## config.mk

```make
export PLATFORM = sky130hd
export DESIGN_NAME = can_acc_filter
export DESIGN_NICKNAME = d
export VERILOG_FILES = /design/src/rtl/can_acc_pkg.sv /design/src/rtl/can_id_cmp.sv /design/src/rtl/can_first_pick.sv /design/src/rtl/can_acc_filter.sv
export SDC_FILE = /design/constraint.sdc
export NUM_CORES = 1
export LEC_CHECK = 0
export BUFFER_PORTS_ARGS = -buffer_cell sky130_fd_sc_hd__buf_2
export CAP_MARGIN = 20
export CORE_AREA = 2 2 239 241
export CTS_CLUSTER_SIZE = 30
export DETAILED_ROUTE_END_ITERATION = 8
export DIE_AREA = 0 0 241 243
export GPL_ROUTABILITY_DRIVEN = 0
export SYNTH_ARGS = -nofsm -noshare
export SYNTH_HDL_FRONTEND = slang
export SYNTH_SLANG_ARGS = --single-unit
```

## constraint.sdc

```tcl
create_clock -name clk -period 2.1 [get_ports clk]
set_input_delay 0.105 -clock clk [delete_from_list [all_inputs] [get_ports clk]]
set_output_delay 0.105 -clock clk [all_outputs]
set_load 0.02 [all_outputs]
```

## src/rtl/can_acc_pkg.sv

```systemverilog
package can_acc_pkg;
  localparam int STD_ID_W = 11;
  localparam int EXT_ID_W = 29;
endpackage

```

## src/rtl/can_id_cmp.sv

```systemverilog
module can_id_cmp
  import can_acc_pkg::*;
#(
  parameter int ID_W = EXT_ID_W
) (
  input  logic [ID_W-1:0] id_in,
  input  logic            ide_in,
  input  logic            rtr_in,
  input  logic [ID_W-1:0] ref_id,
  input  logic            ref_ide,
  input  logic            ref_rtr,
  input  logic [ID_W-1:0] mask_id,
  input  logic            mask_rtr,
  output logic            match
);
  localparam int UPPER_W = ID_W - STD_ID_W;

  logic [ID_W-1:0] keep;
  logic [ID_W-1:0] diff;
  logic            rtr_ok;

  // extended frames compare every bit, standard frames only the low field
  assign keep   = ide_in ? {ID_W{1'b1}} : {{UPPER_W{1'b0}}, {STD_ID_W{1'b1}}};
  assign diff   = (id_in ^ ref_id) & mask_id & keep;
  assign rtr_ok = !mask_rtr || (rtr_in == ref_rtr);
  assign match  = (ide_in == ref_ide) && (diff == '0) && rtr_ok;
endmodule

```

## src/rtl/can_first_pick.sv

```systemverilog
module can_first_pick #(
  parameter int NUM_BUF   = 15,
  parameter int BASIC_IDX = 14,
  parameter int IDX_W     = 4
) (
  input  logic [NUM_BUF-1:0] cand,
  output logic               hit,
  output logic [IDX_W-1:0]   idx
);
  always_comb begin
    hit = 1'b0;
    idx = '0;
    // walk downward so the lowest-numbered ordinary candidate is kept last
    for (int i = NUM_BUF - 1; i >= 0; i--) begin
      if (i != BASIC_IDX && cand[i]) begin
        hit = 1'b1;
        idx = IDX_W'(i);
      end
    end
    if (!hit && cand[BASIC_IDX]) begin
      hit = 1'b1;
      idx = IDX_W'(BASIC_IDX);
    end
  end
endmodule

```

## src/rtl/can_acc_filter.sv

```systemverilog
module can_acc_filter
  import can_acc_pkg::*;
#(
  parameter int NUM_BUF   = 15,
  parameter int ID_W      = EXT_ID_W,
  parameter int BASIC_IDX = NUM_BUF - 1,
  localparam int IDX_W    = (NUM_BUF > 1) ? $clog2(NUM_BUF) : 1
) (
  input  logic                    clk,
  input  logic                    rst,
  input  logic                    frm_vld,
  input  logic [ID_W-1:0]         frm_id,
  input  logic                    frm_ide,
  input  logic                    frm_rtr,
  input  logic [ID_W-1:0]         glb_mask,
  input  logic                    glb_mask_rtr,
  input  logic [ID_W-1:0]         bas_mask,
  input  logic                    bas_mask_rtr,
  input  logic [NUM_BUF*ID_W-1:0] buf_id,
  input  logic [NUM_BUF-1:0]      buf_ide,
  input  logic [NUM_BUF-1:0]      buf_rtr,
  input  logic [NUM_BUF-1:0]      buf_en,
  input  logic [NUM_BUF-1:0]      buf_rx,
  input  logic [NUM_BUF-1:0]      buf_busy,
  output logic                    out_vld,
  output logic                    out_hit,
  output logic [IDX_W-1:0]        out_idx
);
  logic [NUM_BUF-1:0] id_match;
  logic [NUM_BUF-1:0] cand;
  logic               pick_hit;
  logic [IDX_W-1:0]   pick_idx;

  for (genvar g = 0; g < NUM_BUF; g++) begin : g_buf
    logic [ID_W-1:0] sel_mask;
    logic            sel_mask_rtr;
    if (g == BASIC_IDX) begin : g_basic
      assign sel_mask     = bas_mask;
      assign sel_mask_rtr = bas_mask_rtr;
    end else begin : g_plain
      assign sel_mask     = glb_mask;
      assign sel_mask_rtr = glb_mask_rtr;
    end

    can_id_cmp #(.ID_W(ID_W)) cmp_i (
      .id_in   (frm_id),
      .ide_in  (frm_ide),
      .rtr_in  (frm_rtr),
      .ref_id  (buf_id[g*ID_W +: ID_W]),
      .ref_ide (buf_ide[g]),
      .ref_rtr (buf_rtr[g]),
      .mask_id (sel_mask),
      .mask_rtr(sel_mask_rtr),
      .match   (id_match[g])
    );

    assign cand[g] = id_match[g] && buf_en[g] && buf_rx[g] && !buf_busy[g];
  end

  can_first_pick #(
    .NUM_BUF  (NUM_BUF),
    .BASIC_IDX(BASIC_IDX),
    .IDX_W    (IDX_W)
  ) pick_i (
    .cand(cand),
    .hit (pick_hit),
    .idx (pick_idx)
  );

  always_ff @(posedge clk) begin
    if (rst) begin
      out_vld <= 1'b0;
      out_hit <= 1'b0;
      out_idx <= '0;
    end else begin
      out_vld <= frm_vld;
      out_hit <= frm_vld && pick_hit;
      out_idx <= (frm_vld && pick_hit) ? pick_idx : '0;
    end
  end
endmodule

```

== After elaboration in Yosys (flattened, before gate mapping) ==
Index checks and enable logic that the tools add are counted.
W data, S select, Z words.
Word-level totals
  flip-flop bits (word level): 6
  bits of input ports: 604
  output and inout port bits: 6
Cells by class
  equality and inequality tests: 30
  multiplexer cells: 31
  bitwise logic cells: 46
  reductions and logical operators: 127
Operator list (number)
  $and A29 B29 Y29: 30
  $logic_not A29 Y1: 15
  $xor A29 B29 Y29: 15
  $logic_and A1 B1 Y1: 77
  $mux W4: 15
  $eq A1 B1 Y1: 30
  $mux W29: 1
  $logic_not A1 Y1: 18
  $logic_or A1 B1 Y1: 15
  $mux W1: 15
  $reduce_or A4 Y1: 1
  $reduce_or A2 Y1: 1
  $not A1 Y1: 1

== Longest topological paths before layout ==
Gate-level depths: netlist (run 1).
  depth in word-level cells: 29
  depth in mapped cells: 12
  mapped depth without buffers: 10

== Hierarchy ==
A second synthesis (run 1) with hierarchy kept.
Unflattened totals
  cell total of the unflattened synthesis: 851
  area, all modules: 6974.2 um^2
Modules (own cells, without submodules)
  can_id_cmp: instances 15, cells an instance 53, area each 429.2 um^2
  can_acc_filter: instances 1, cells an instance 27, area each 325.3 um^2
  can_first_pick: instances 1, cells an instance 29, area each 211.5 um^2

== Worst setup path after synthesis (run 1) ==
Ideal clock, no wire load.
  path type: in2reg
  start: input port frm_id[28]
  end: register out_idx[0]
  setup time: 0.128 ns
  arrival time: 1.790 ns
  data required time: 1.972 ns
  setup slack: 0.182 ns
  stages: 12
  buffers on the path: 2
  path through: buf_6 buf_12 xor2_1 a22oi_1 nand4_1 o32a_1 nor3_2 o21ai_1 a21boi_1 o21ai_1 a21oi_1 nor3_2
On the way
  longest elaborated chain between the ends: 29
Ends and longest elaborated chain
  start, declared: line can_acc_filter.sv:12  | input logic [ID_W-1:0] frm_id,
  $xor A29 B29 Y29: line can_id_cmp.sv:24  | assign diff = (id_in ^ ref_id) & mask_id & keep;
  $and A29 B29 Y29 (2 in series): line can_id_cmp.sv:24
  $logic_not A29 Y1: line can_id_cmp.sv:26  | assign match = (ide_in == ref_ide) && (diff == '0) && rtr_ok;
  $logic_and A1 B1 Y1 (2 in series): line can_id_cmp.sv:26
  $logic_and A1 B1 Y1 (3 in series): line can_acc_filter.sv:57  | assign cand[g] = id_match[g] && buf_en[g] && buf_rx[g] && !buf_busy[g];
  $mux W1 (14 in series): line can_first_pick.sv:15  | if (i != BASIC_IDX && cand[i]) begin
  $logic_not A1 Y1: line can_first_pick.sv:20  | if (!hit && cand[BASIC_IDX]) begin
  $logic_and A1 B1 Y1: line can_first_pick.sv:20
  $mux W1: line can_first_pick.sv:20
  $logic_and A1 B1 Y1: line can_acc_filter.sv:78  | out_idx <= (frm_vld && pick_hit) ? pick_idx : '0;
  $not A1 Y1 (no line)
  $reduce_or A4 Y1 (no line)
  end signal, assigned: line can_acc_filter.sv:78
  end, declared: line can_acc_filter.sv:27  | output logic [IDX_W-1:0] out_idx
Parallel ways exist; a longest one is shown, timed or not.
A chain may end at the register's enable or synchronous reset.

== Final worst setup path (run 1) ==
  start: input port frm_id[15]
  end: register out_idx[2]
On the way
  longest elaborated chain between the ends: 29
Ends and longest elaborated chain (line)
  $xor A29 B29 Y29: can_id_cmp.sv:24
  $and A29 B29 Y29 (2 in series): can_id_cmp.sv:24
  $logic_not A29 Y1: can_id_cmp.sv:26
  $logic_and A1 B1 Y1 (2 in series): can_id_cmp.sv:26
  $logic_and A1 B1 Y1 (3 in series): can_acc_filter.sv:57
  $mux W1 (14 in series): can_first_pick.sv:15
  $logic_not A1 Y1: can_first_pick.sv:20
  $logic_and A1 B1 Y1: can_first_pick.sv:20
  $mux W1: can_first_pick.sv:20
  $logic_and A1 B1 Y1: can_acc_filter.sv:78
  $not A1 Y1 (no line)
  $reduce_or A2 Y1 (no line)
Parallel ways exist; a longest one is shown, timed or not.

==> results of run 1 <==
## routing by layer
metal,up-vias,wire length (um)
met1,5103,24800
met5,-,83
li1,4911,-
met3,191,5320
met4,12,3490
met2,782,30700
## logic make-up after synthesis
logic type | share of synthesized area, %
AOI/OAI and AO/OA | 26.7
buffers and inverters | 9.80
DFF | 1.62
xor gates and xnor gates | 53.1
and+or+nand+nor | 8.72
## power by group
part	internal, mW	leakage [nW]	switching (mW)
Combinational	1.50	6.68	1.65
Clock	0.244	0.0370	0.0561
Sequential	0.116	0.0486	0.000625
Total	1.86	6.77	1.71
## critical path: stages
cell	delay, ps
buf_2	160
buf_6	150
xor2_1	150
a22o_1	190
a221oi_2	250
nand4_1	190
o22ai_4	250
and4_4	310
or2b_1	150
nand4b_1	170
nor3_4	80
a211oi_2	180
## placed cells by master (no fill, tap or decap), types with 3 or more instances in the layout
| cell type | synthesis | layout |
|---|---|---|
| buf_2 | 22 | 593 |
| xor2_1 | 450 | 443 |
| buf_4 | 33 | 187 |
| a22oi_1 | 118 | 107 |
| nand2_1 | 47 | 46 |
| nand4_1 | 36 | 36 |
| buf_12 | 1 | 36 |
| a222oi_1 | 29 | 29 |
| buf_6 | 16 | 27 |
| a22o_1 | 23 | 23 |
| a221oi_1 | 26 | 19 |
| nand3_1 | 16 | 14 |
| diode_2 | 0 | 11 |
| a22oi_2 | 0 | 11 |
| a21oi_1 | 13 | 11 |
| a221oi_2 | 0 | 7 |
| nor2_1 | 6 | 6 |
| xor2_2 | 0 | 6 |
| inv_1 | 6 | 6 |
| o22ai_4 | 0 | 6 |
| buf_8 | 5 | 6 |
| dfxtp_1 | 6 | 6 |
| a2111oi_2 | 1 | 5 |
| a2111oi_4 | 0 | 4 |
| a211oi_1 | 3 | 3 |
| nor3_2 | 3 | 3 |
| o21ai_1 | 2 | 3 |
| a2111oi_0 | 11 | 3 |
| clkbuf_16 | 0 | 3 |
## repair_timing
action,4_1_cts,5_1_grt
hold endpoints to repair,0,0
endpoints found under the setup margin,5,5
gates cloned,1,0
buffers inserted,12,1
resized for setup,127,24
pin swaps,54,24
## registers in the layout, indices dropped and copies added, names as in the netlist
name / count
out_idx: 4
out_vld: 1
out_hit: 1
## worst max-delay path by stage
stage / start / cells past startpoint / slack [ps] / to
floorplan: frm_id[28] / 12 / 180 / out_idx[0]
global placement: frm_id[4] / 13 / -800 / out_idx[0]
detailed placement: frm_id[0] / 12 / -810 / out_idx[2]
CTS: frm_id[28] / 14 / -80 / out_idx[2]
global route: frm_id[16] / 12 / -260 / out_idx[0]
finish: frm_id[15] / 12 / -110 / out_idx[2]
## final cells by class
type,count,area (um2),area share [%]
Antenna cell,11,27.5,0.200
Sequential cell,6,120,0.872
Clock buffer,3,75.1,0.545
Tap cell,756,946,6.87
Timing Repair Buffer,851,5520,40.1
Multi-Input combinational cell,823,7060,51.2
Inverter,6,22.5,0.164
## stage by stage
stage / setup TNS, ps / hold WS [ps] / worst slack (ps)
after floorplan: 0 / 267 / 182
after global placement: -3850 / 552 / -799
after detailed placement: -3860 / 559 / -815
after CTS: -285 / 366 / -80.5
after global routing: -1130 / 365 / -260
final: -424 / 318 / -114
==> flow_summary.json, run 1 <==
{
  "outcome": "finished, violations left",
  "violations": "negative setup slack",
  "worst_pin_slew_ps": 679,
  "synth_top_cells_by_count": "xor2_1 (450), a22oi_1 (118), nand2_1 (47)",
  "power_density_nw_per_um2": 259,
  "rsz0062_at_grt": "yes",
  "clock-root-buffer": "clkbuf_16",
  "wirelength_um": 64400,
  "ios": 610,
  "post-dp-hpwl_um": 54900,
  "fmax_mhz": 452,
  "antenna_found_initial": 16,
  "vias_per_cell": 4.48,
  "drt_iter0_drc": 746,
  "drc": 0,
  "finalHoldViolCount": 0,
  "grt-busiest-layer": "met2",
  "dieHeight_um": 243,
  "grt_use_met1_pct": 24.0,
  "ys_ff_latch": 6,
  "min_path_type": "in -> reg",
  "ant_nets": 0,
  "synth-edff-count": 0,
  "yosysMostFrequentCell": "xor2_1",
  "track_usage_pct": 20.8,
  "period_share_pct": 105,
  "synth_area_leader_cell": "xor2_1",
  "overflow": 0,
  "crit_type": "in -> reg",
  "area_growth_pct": 85.6,
  "rows": 87,
  "fin_util_pct": 24.6,
  "slew-limit-headroom_pct": 54.8,
  "vias": 10999,
  "htreeDepth": 1,
  "power_leakage_nw": 6.77,
  "core-area_um2": 56000,
  "use_met3_pct": 3.99,
  "ys_seq_area_share_pct": 1.62,
  "grt_max_degree": 15,
  "numClockSinks": 6,
  "async_reset_ff_share_pct": 0,
  "dp_cells": 2429,
  "fillerInstances": 6277,
  "cp_max_fo": 5,
  "ctsHoldBuffers": 0,
  "cp.required_ps": 2240,
  "synth_top_area_share_pct": 53.1,
  "setup_viol": 5,
  "synth_cell_types": 48,
  "cts_tree": "built",
  "synth_ff_type": "dfxtp_1",
  "whs_path_depth": 3,
  "worstHoldEndpoint": "out_vld",
  "start_util_pct": 13.3,
  "grt_pass1_wl_um": 85100,
  "use_met2_pct": 36.2,
  "final_cell_area_um2": 13800,
  "crit_arrival_ps": 2360,
  "grt_pass1_vias": 11563,
  "worst_slack_ps": -114,
  "total_power_mw": 3.57,
  "vdd_ir_drop_max_v": 0.000208,
  "nets": 2295,
  "end_kind": "flip-flop",
  "clockBufferDepth": 2,
  "startpoint_type": "input pin",
  "syn_nets": 1532,
  "placed_area_um2": 12800,
  "final-max-slew-violation-count": 0,
  "avgSynthCellArea_um2": 7.99,
  "hp-start": "frm_vld",
  "die_width_um": 241,
  "dieArea_um2": 58600,
  "path_clk_slew_ps": 30,
  "synthCells": 928,
  "yosysWarnings": 0,
  "synth_area_leaders": "xor2_1 (53%), a22oi_1 (12%), a222oi_1 (3.9%)",
  "drive_above_1_share_pct": 54.4,
  "netlist_area_um2": 7420,
  "wl_per_cell_um": 26.2,
  "dr.pass1.iters": 8,
  "layoutNonFillerInstCount": 2456,
  "fin_crit_ps": 2210,
  "cts_buffers": 3,
  "io_buffers": 609,
  "cap_violations": 0
}
Power figures use the tool's default switching activity.
==> run 2: changes to the inputs <==
==> constraint.sdc (replaced) <==
create_clock -name clk -period 2.2 [get_ports clk]
set_input_delay 0.11 -clock clk [delete_from_list [all_inputs] [get_ports clk]]
set_output_delay 0.11 -clock clk [all_outputs]
set_load 0.02 [all_outputs]
==> flow_summary.json, run 2 (synthesis gave the netlist of run 1 again) <==
{
  "holdWs_ps": 323,
  "grt_pass1_wl_um": 85400,
  "timing.setup.tns_ps": -63.8,
  "total_power_mw": 3.40,
  "rsz0062_at_grt": "yes",
  "regMostFlops": "out_idx",
  "dp_cells": 2420,
  "vias_per_cell": 4.49,
  "placed_area_um2": 12800,
  "htreeDepth": 1,
  "largest_reg_flops": 4,
  "power_density_nw_per_um2": 248,
  "dieHeight_um": 243,
  "period_share_pct": 102,
  "slew-limit-headroom_pct": 58.0,
  "ant_nets": 0,
  "cap_violations": 0,
  "finalHoldViolCount": 0,
  "fin_crit_ps": 2240,
  "ios": 610,
  "ctsHoldBuffers": 0,
  "dieArea_um2": 58600,
  "grt_pass1_vias": 11465,
  "outcome": "finished, violations left",
  "rows": 87,
  "track_usage_pct": 20.8,
  "cts_buffers": 3,
  "drive_above_1_share_pct": 54.1,
  "cp_max_fo": 6,
  "dr.pass1.iters": 6,
  "overflow": 0,
  "setup_viol": 3,
  "start_util_pct": 13.3,
  "final_common_cell": "buf_2",
  "nets": 2294,
  "min_path_type": "in -> reg",
  "antenna_found_initial": 15,
  "fillerInstances": 6308,
  "top_regs": "out_idx: 4 flops, out_hit: 1 flops, out_vld: 1 flops",
  "cp.required_ps": 2300,
  "fmax_mhz": 447,
  "post-dp-hpwl_um": 54800,
  "clockBufferDepth": 2,
  "wirelength_um": 64300,
  "worst_pin_slew_ps": 629,
  "vias": 11018,
  "place_ws_ps": -849,
  "power_leakage_nw": 6.74,
  "crit_arrival_ps": 2340,
  "end_kind": "flip-flop",
  "grt_max_degree": 15,
  "final_cell_area_um2": 13700,
  "wl_per_cell_um": 26.2,
  "layoutNonFillerInstCount": 2454,
  "clock-root-buffer": "clkbuf_16",
  "violations": "negative setup slack",
  "worst_slack_ps": -37.7,
  "drc": 0,
  "startpoint_type": "input pin",
  "crit_type": "in -> reg",
  "core-area_um2": 56000,
  "die_width_um": 241,
  "final_cell_mix": "buf_2 (595), xor2_1 (442), buf_4 (187)",
  "path_clk_slew_ps": 30,
  "io_buffers": 609,
  "area_growth_pct": 85.0,
  "vdd_ir_drop_max_v": 0.000172,
  "drt_iter0_drc": 820,
  "final-max-slew-violation-count": 0,
  "fin_util_pct": 24.5,
  "cts_tree": "built",
  "numClockSinks": 6
}
-- run 2: cell types whose count changed in the layout (fill, tap and decap cells not counted), moves of 2 or more --
cell / change
a21oi_2: -2
a21oi_1: +2
a2111oi_1: +3
buf_2: +2
nand3_2: -2
xor2_2: +2
a2111oi_0: -2
buf_6: -3
-- run 2: final timing paths --
kind | start | end | slack, ps | cells past startpoint
min | frm_vld | out_vld | 320 | 3
max | frm_id[25] | out_idx[2] | -40 | 13
-- run 2: worst max-delay path: stages --
cell      delay, ps
buf_8           130
buf_12          150
buf_8           140
xor2_2          150
a222oi_1        360
nand4_1         310
o22ai_4         300
buf_6           140
nand4_1         110
buf_4           200
nand2_2          60
or3_4           120
a211oi_2         40
-- run 2: what timing repair did --
action / in CTS / in global routing
setup buffers: 7 / 15
pin swaps: 38 / 43
setup endpoints to repair: 5 / 5
resized for setup: 91 / 50
-- run 2: layer usage --
layer / track usage (%) / wire length (um)
met1: 24.0 / 25000
met2: 36.9 / 31000
met3: 4.33 / 5320
met4: 9.02 / 2980
met5: 0 / 55
-- run 2: area by class of cell --
type                    instances  area, um2  area share (%)
multi-input cells             823       7050            51.3
repair buffers                850       5490            40.0
well taps                     756        946            6.89
flip-flops and latches          6        120           0.875
clock buffers                   3       75.1           0.547
diodes                         10       25.0           0.182
inverters                       6       22.5           0.164
-- run 2: power by group --
part | leakage [nW] | switching [mW] | internal [mW]
Combinational | 6.65 | 1.58 | 1.42
Clock | 0.0370 | 0.0639 | 0.234
Sequential | 0.0486 | 0.000497 | 0.111
Total | 6.74 | 1.64 | 1.76
==> run 3: changes to the inputs <==
--- a/config.mk
+++ b/config.mk
@@ -5,12 +5,12 @@
 export SDC_FILE = /design/constraint.sdc
 export NUM_CORES = 1
 export LEC_CHECK = 0
-export BUFFER_PORTS_ARGS = -buffer_cell sky130_fd_sc_hd__buf_2
 export CAP_MARGIN = 20
-export CORE_AREA = 2 2 239 241
+export CORE_AREA = 2 2 237 239
 export CTS_CLUSTER_SIZE = 30
 export DETAILED_ROUTE_END_ITERATION = 8
-export DIE_AREA = 0 0 241 243
+export DIE_AREA = 0 0 239 241
+export DONT_BUFFER_PORTS = 1
 export GPL_ROUTABILITY_DRIVEN = 0
 export SYNTH_ARGS = -nofsm -noshare
 export SYNTH_HDL_FRONTEND = slang
==> flow_summary.json, run 3 (synthesis gave the netlist of run 1 again) <==
{
  "cp_slowest_cell": "o22ai_1",
  "drt_iter0_drc": 792,
  "clockPowerShare_pct": 16.8,
  "dp_cells": 1589,
  "track_usage_pct": 19.3,
  "dr.pass1.iters": 6,
  "rsz0062_at_grt": "yes",
  "worst_pin_slew_ps": 771,
  "final_common_cell": "xor2_1",
  "end_kind": "flip-flop",
  "die_width_um": 239,
  "path_clk_slew_ps": 30,
  "drc": 0,
  "regMostFlops": "out_idx",
  "final-max-slew-violation-count": 0,
  "cp_num_cells": 12,
  "numClockSinks": 6,
  "nets": 1494,
  "clockBufferDepth": 2,
  "dieArea_um2": 57600,
  "clock-root-buffer": "clkbuf_16",
  "fmax_mhz": 461,
  "grt_pass1_wl_um": 74800,
  "switching_share_pct": 39.9,
  "placed_area_um2": 7970,
  "ctsHoldBuffers": 0,
  "grt_max_degree": 31,
  "switchingPower_mw": 0.692,
  "vdd_ir_drop_max_v": 0.000119,
  "vias": 8274,
  "dieHeight_um": 241,
  "min_path_type": "in -> reg",
  "finalHoldViolCount": 0,
  "crit_top_cell": "buf_4",
  "drive_above_1_share_pct": 8.00,
  "ant_nets": 0,
  "crit_arrival_ps": 2310,
  "wl_per_cell_um": 37.2,
  "cp.required_ps": 2340,
  "cts_tree": "built",
  "final_cell_mix": "xor2_1 (449), a22oi_1 (118), buf_4 (49)",
  "period_share_pct": 98.6,
  "holdWs_ps": 219,
  "largest_reg_flops": 4,
  "cpPeakStageDelay_ps": 270,
  "path_cells": "xor2_1 > a22o_1 > a221oi_2 > buf_4 > nand4_1 > o22ai_1 > buf_4 > and4_1 > or2b_1 > nand4b_1 > nor3_4 > a211oi_2",
  "overflow": 0,
  "cap_violations": 0,
  "wirelength_um": 59300,
  "grt_pass1_vias": 8587,
  "p_int_mw": 1.04,
  "whs_path_depth": 2,
  "power_density_nw_per_um2": 213,
  "core-area_um2": 54900,
  "fillerInstances": 6232,
  "startpoint_type": "input pin",
  "place_ws_ps": -437,
  "vias_per_cell": 5.19,
  "top_regs": "out_idx: 4 flops, out_hit: 1 flops, out_vld: 1 flops",
  "worst_slack_ps": 31.3,
  "area_growth_pct": 9.90,
  "antenna_found_initial": 3,
  "post-dp-hpwl_um": 48200,
  "rows": 86,
  "crit_type": "in -> reg",
  "final_cell_area_um2": 8150,
  "combPwrFrac_pct": 76.6,
  "cts_buffers": 3,
  "ios": 610,
  "layoutNonFillerInstCount": 1595,
  "slew-limit-headroom_pct": 48.6,
  "power_leakage_nw": 3.14,
  "outcome": "finished clean",
  "fin_crit_ps": 2170,
  "cp_max_fo": 15,
  "setup_viol": 0,
  "start_util_pct": 13.5,
  "cpLargestDelayFamily": "compound AO/OA/AOI/OAI gates",
  "io_buffers": 0,
  "htreeDepth": 1,
  "power_frac_seq_pct": 6.6,
  "crit_buf_inv": 2
}
## run 3: metrics by stage
step / util, % / power [mW] / TNS, ps
4_1_cts: 14.8 / 1.73 / 0
5_1_grt: 14.8 / 1.87 / -179
3_3_place_gp: 14.5 / 1.41 / -1630
3_5_place_dp: 14.5 / 1.42 / -1890
2_1_floorplan: - / 1.32 / 0
6_report: 14.9 / 1.73 / 0
## run 3: final timing paths
| kind | start | endpoint |
|---|---|---|
| worst min-delay path | frm_vld | out_vld |
| worst max-delay path | frm_id[28] | out_idx[2] |
## run 3: what timing repair did
action | CTS | global route
gates resized for setup | 10 | 8
cloned | 0 | 0
pin swaps | 4 | 10
endpoints found under the setup margin | 5 | 4
setup buffers | 0 | 0
## run 3: power groups by stage
stage | Sequential (mW) | Combinational (mW) | Clock (mW)
after floorplan | 0.115 | 1.20 | 0
after global placement | 0.117 | 1.29 | 0
after detailed placement | 0.117 | 1.30 | 0
after CTS | 0.115 | 1.32 | 0.297
after global routing | 0.115 | 1.45 | 0.303
final | 0.115 | 1.33 | 0.291
## run 3: routing by layer
layer	share of wire (%)	track usage (%)
met5	0.019	0
met4	6.8	11.0
met3	10	5.90
met2	46	32.9
met1	37	21.2
## run 3: cell type report
cell class	instances	area, um2	area share, %
Antenna cell	3	7.51	0.0921
Clock buffer	3	75.1	0.921
Inverter	6	22.5	0.276
Multi-Input combinational cell	823	6670	81.8
Sequential cell	6	120	1.47
Tap cell	704	881	10.8
Timing Repair Buffer	50	379	4.65
